### src/rtl/hwloop_ctrl.sv
module hwloop_ctrl #(
  parameter int PC_W  = 16,
  parameter int CNT_W = 16,
  parameter int OFS_W = 8
) (
  input  logic             clk,
  input  logic             rst_n,
  input  logic [PC_W-1:0]  pc_i,
  input  logic             loop_start_i,
  input  logic             imm_sel_i,
  input  logic [7:0]       imm_i,
  input  logic [CNT_W-1:0] reg_cnt_i,
  input  logic [OFS_W-1:0] jmp_ofs_i,
  output logic             redirect_o,
  output logic [PC_W-1:0]  next_pc_o,
  output logic             loop_active_o
);

  localparam int IMM_PAD = CNT_W - 8;
  localparam int OFS_PAD = PC_W - OFS_W;

  logic             active_q;
  logic [CNT_W-1:0] cnt_q;
  logic [PC_W-1:0]  top_q, end_q;

  logic [CNT_W-1:0] new_cnt, cnt_dec;
  logic [PC_W-1:0]  seq_pc, new_end;
  logic             start_zero, start_go, at_end, more, back;

  assign new_cnt    = imm_sel_i ? {{IMM_PAD{1'b0}}, imm_i} + CNT_W'(1) : reg_cnt_i;
  assign seq_pc     = pc_i + PC_W'(1);
  assign new_end    = pc_i + {{OFS_PAD{1'b0}}, jmp_ofs_i};
  assign start_zero = loop_start_i && (new_cnt == '0);
  assign start_go   = loop_start_i && (new_cnt != '0);
  assign at_end     = active_q && !loop_start_i && (seq_pc == end_q);
  assign cnt_dec    = cnt_q - CNT_W'(1);
  assign more       = cnt_dec != '0;
  assign back       = at_end && more;

  assign redirect_o    = start_zero || back;
  assign next_pc_o     = start_zero ? new_end : (back ? top_q : seq_pc);
  assign loop_active_o = active_q;

  always_ff @(posedge clk or negedge rst_n) begin
    if (!rst_n) begin
      active_q <= 1'b0;
      cnt_q    <= '0;
      top_q    <= '0;
      end_q    <= '0;
    end else if (start_go) begin
      active_q <= 1'b1;
      cnt_q    <= new_cnt;
      top_q    <= seq_pc;
      end_q    <= new_end;
    end else if (at_end) begin
      cnt_q <= cnt_dec;
      if (!more) active_q <= 1'b0;
    end
  end

endmodule


### config.mk
export PLATFORM = sky130hd
export DESIGN_NAME = hwloop_ctrl
export DESIGN_NICKNAME = d
export VERILOG_FILES = /design/src/rtl/hwloop_ctrl.sv
export SDC_FILE = /design/constraint.sdc
export NUM_CORES = 1
export LEC_CHECK = 0
export CELL_PAD_IN_SITES_DETAIL_PLACEMENT = 0
export CELL_PAD_IN_SITES_GLOBAL_PLACEMENT = 1
export CORE_MARGIN = 2
export CORE_UTILIZATION = 23
export CTS_CLUSTER_DIAMETER = 200
export DETAILED_ROUTE_END_ITERATION = 10
export HOLD_SLACK_MARGIN = 0.02
export PLACE_DENSITY_LB_ADDON = 0.1
export REMOVE_ABC_BUFFERS = 1
export SLEW_MARGIN = 30
export SYNTH_ARGS = -nofsm -noshare
export SYNTH_HDL_FRONTEND = slang
export SYNTH_SLANG_ARGS = --single-unit
### constraint.sdc
create_clock -name clk -period 6.7 [get_ports clk]
set_input_delay 1.34 -clock clk [delete_from_list [all_inputs] [get_ports clk]]
set_output_delay 1.34 -clock clk [all_outputs]
set_load 0.05 [all_outputs]
==> impl_metrics.yaml <==
synth:
  syn_area_um2: 4556
  ys_types: 69
  synth_top_cells_by_count: "nand2_1 (62), dfrtp_1 (49), o21ai_0 (38)"
  yosys-top-cells-area: "dfrtp_1 (27%), xnor2_1 (6.9%), mux2i_1 (6.8%), nand2_1 (5.1%), o21ai_0 (4.2%)"
  ys_seq_area_share_pct: 26.92
  synth_top_area_share_pct: 26.92
  netlist_instances: 552
  synth_ff_type: "dfrtp_1"
  yosysMostFrequentCell: "nand2_1"
  async_flop_share_pct: 100.0
  synth_edf_count: 0
  synth_warnings: 0
  syn_area_per_cell_um2: 8.253
  ys_ff_latch: 49
  yosysTopAreaCell: "dfrtp_1"
hold_path:
  hold_class: "reg -> reg"
  hold_depth: 2
  hold_path_end: "top_q[2]$_DFFE_PN0P_"
  min-delay-start: "top_q[2]$_DFFE_PN0P_"
cells_and_area:
  area_growth_pct: 29.00
  final_area_um2: 5877
  fin_util_pct: 30.20
  finalNonFillerCells: 883
  diodes: 0
  fin_nets: 682
  layout-drive-gt1-share_pct: 12.46
floorplan:
  dieWidth_um: 144.7
  start_util_pct: 23.41
  die-area_um2: 20950
  ioPinCount: 70
  die_y_um: 144.7
  core_um2: 19460
  rows: 51
global_routing:
  grt_antenna_before_repair: 0
  track_usage_pct: 15.01
  grt_pass1_wl_um: 24050
  grt_pass1_vias: 4304
  globalRouteOverflowTotal: 0
  grt_start_max_net_pins: 50
placed_design:
  gp_congestion: 0.8600
  portBuffers: 69
  placedCellCount: 875
  placed_area_um2: 5727
  place_hpwl_um: 11820
sta:
  setup_viol: 0
  fin_crit_sh_pct: 94.26
  skew_ps: 10.74
  rsz0062_at_grt: "no"
  hold_violations: 0
  fin_crit_ps: 6315
  drv_slew: 0
  max_slew.worst_pin.slew_ps: 760.3
  final.setup.tns_ps: 0
  fmax_mhz: 158.3
  relSlewSlack_pct: 48.85
route:
  wl_per_cell_um: 17.24
  vias: 4304
  routed_via_density: 4.874
  route.detailed.drc: 0
  routed_wl_um: 15220
  first_iter_violations: 189
  dr.pass1.iters: 4
  ant_nets: 0
worst_setup_path:
  cp.required_ps: 5360
  rrSetupSlack_ps: 3170
  crit_type: "in -> out"
  path_max_fanout: 9
  r2r_cells: 8
  crit_chain: "clkdlybuf4s50_1 -> ha_1 -> nand4_4 -> o311ai_2 -> nand4_1 -> a2111oi_0 -> o2111ai_1 -> nand4bb_1 -> buf_4 -> or2_2 -> a31o_2 -> buf_4"
  critPathArrivalTime_ps: 4980
  cpPeakStageDelay_ps: 490
  cp_common_cell: "buf_4"
  r2r-start: "end_q[5]$_DFFE_PN0P_"
  start_kind: "input port"
  r2r_end: "cnt_q[12]$_DFFE_PN0P_"
  crit_slowest_cell: "clkdlybuf4s50_1"
  endpoint_kind: "output port"
clock_tree:
  cts.clk_slew.worst_paths_ps: 80
  cts_tree: "done"
  cts_buffers: 5
  cts_root_buf: "clkbuf_16"
  clk-insertion-delay-late_ps: 310
  ctsHoldBuffers: 0
  cts-resized-gates: 0
  cts_buffer_depth: 2
  cts_max_level: 2
  cts.sinks: 49
  cts_setup_buffers: 0
pwr:
  ir_drop_v: 0.00008877
  power_leakage_nw: 2.446
  pwr_density_cell_nw_per_um2: 163.0
  finalPower_mw: 0.9576
outcome:
  status: "finished clean"
run:
  cap_violations: 0
[placed cells by master (no fill, tap or decap), types with 8 or more instances in the layout]
cell type / n
nand4_1: 11
nor2b_1: 8
or2_2: 8
nor4_1: 8
a21oi_1: 17
nor3_1: 16
xnor2_1: 36
nor2_1: 29
buf_12: 14
dfrtp_1: 49
xor2_1: 14
clkdlybuf4s50_1: 51
nand2_1: 62
buf_4: 23
mux2_2: 10
o21ai_0: 38
ha_1: 12
or3_1: 15
and2_1: 8
mux2i_1: 31
inv_1: 23
nand3_1: 18
[stage by stage]
| step | worst slack [ps] | hold WS (ps) |
|---|---|---|
| final | 384.8 | 483.5 |
| after global placement | 448.6 | 462.6 |
| after CTS | 272.7 | 489.8 |
| after detailed placement | 282.1 | 471.4 |
| after global routing | 39.39 | 524.7 |
| after floorplan | 659.9 | 442.5 |
[metal layers]
metal	GRT usage [%]	wire (um)
met4	4.139	283
met1	21.28	7732
met5	0	0
met3	3.093	643
met2	23.12	6564
[layout make-up]
cell class                      instances  area (um2)
Timing Repair Buffer                   89       968.4
Tap cell                              265       331.6
Clock buffer                            5       125.1
Clock inverter                          3       17.52
Multi-Input combinational cell        449        3122
Inverter                               23       86.33
Fill cell                            2120       13590
Sequential cell                        49        1226
[logic make-up (layout without fill, tap and decap cells)]
group,after synthesis,in the layout,share of synthesized area [%]
AND/OR/NAND/NOR,226,226,27.22
AO/OA/AOI/OAI,115,115,16.75
buffers and inverters,54,120,4.999
XOR/XNOR,52,52,10.60
flip-flops,49,49,26.92
multiplexers,43,43,9.778
adder cells (fa/ha/maj),13,13,3.735
[flip-flops by register name (all words and copies together) (netlist names)]
name / flops
cnt_q: 16
end_q: 16
top_q: 16
loop_active_o: 1
[worst max path at each step]
stage                        from       endpoint  slack, ps  cells after the start
final                     pc_i[0]   next_pc_o[2]        380                     12
after global placement    pc_i[0]   next_pc_o[2]        450                     12
after global routing      pc_i[0]   next_pc_o[2]         40                     12
after detailed placement  pc_i[0]   next_pc_o[2]        280                     12
after CTS                 pc_i[0]   next_pc_o[2]        270                     12
after floorplan           pc_i[0]  next_pc_o[10]        660                      9
[where the power goes]
group / internal (mW) / switching, mW / leakage, nW / total [mW]
Combinational: 0.150 / 0.171 / 1.79 / 0.320
Clock: 0.138 / 0.132 / 0.0696 / 0.269
Sequential: 0.329 / 0.0384 / 0.590 / 0.368
Total: 0.617 / 0.341 / 2.45 / 0.958
[critical path, delay by kind of cell]
kind | cells | cell delay (ps)
buf+inv | 3 | 930
fa+ha+maj | 1 | 350
simple gates | 4 | 1030
compound gates | 4 | 1310
No activity file was read; power rests on OpenSTA's default activity.
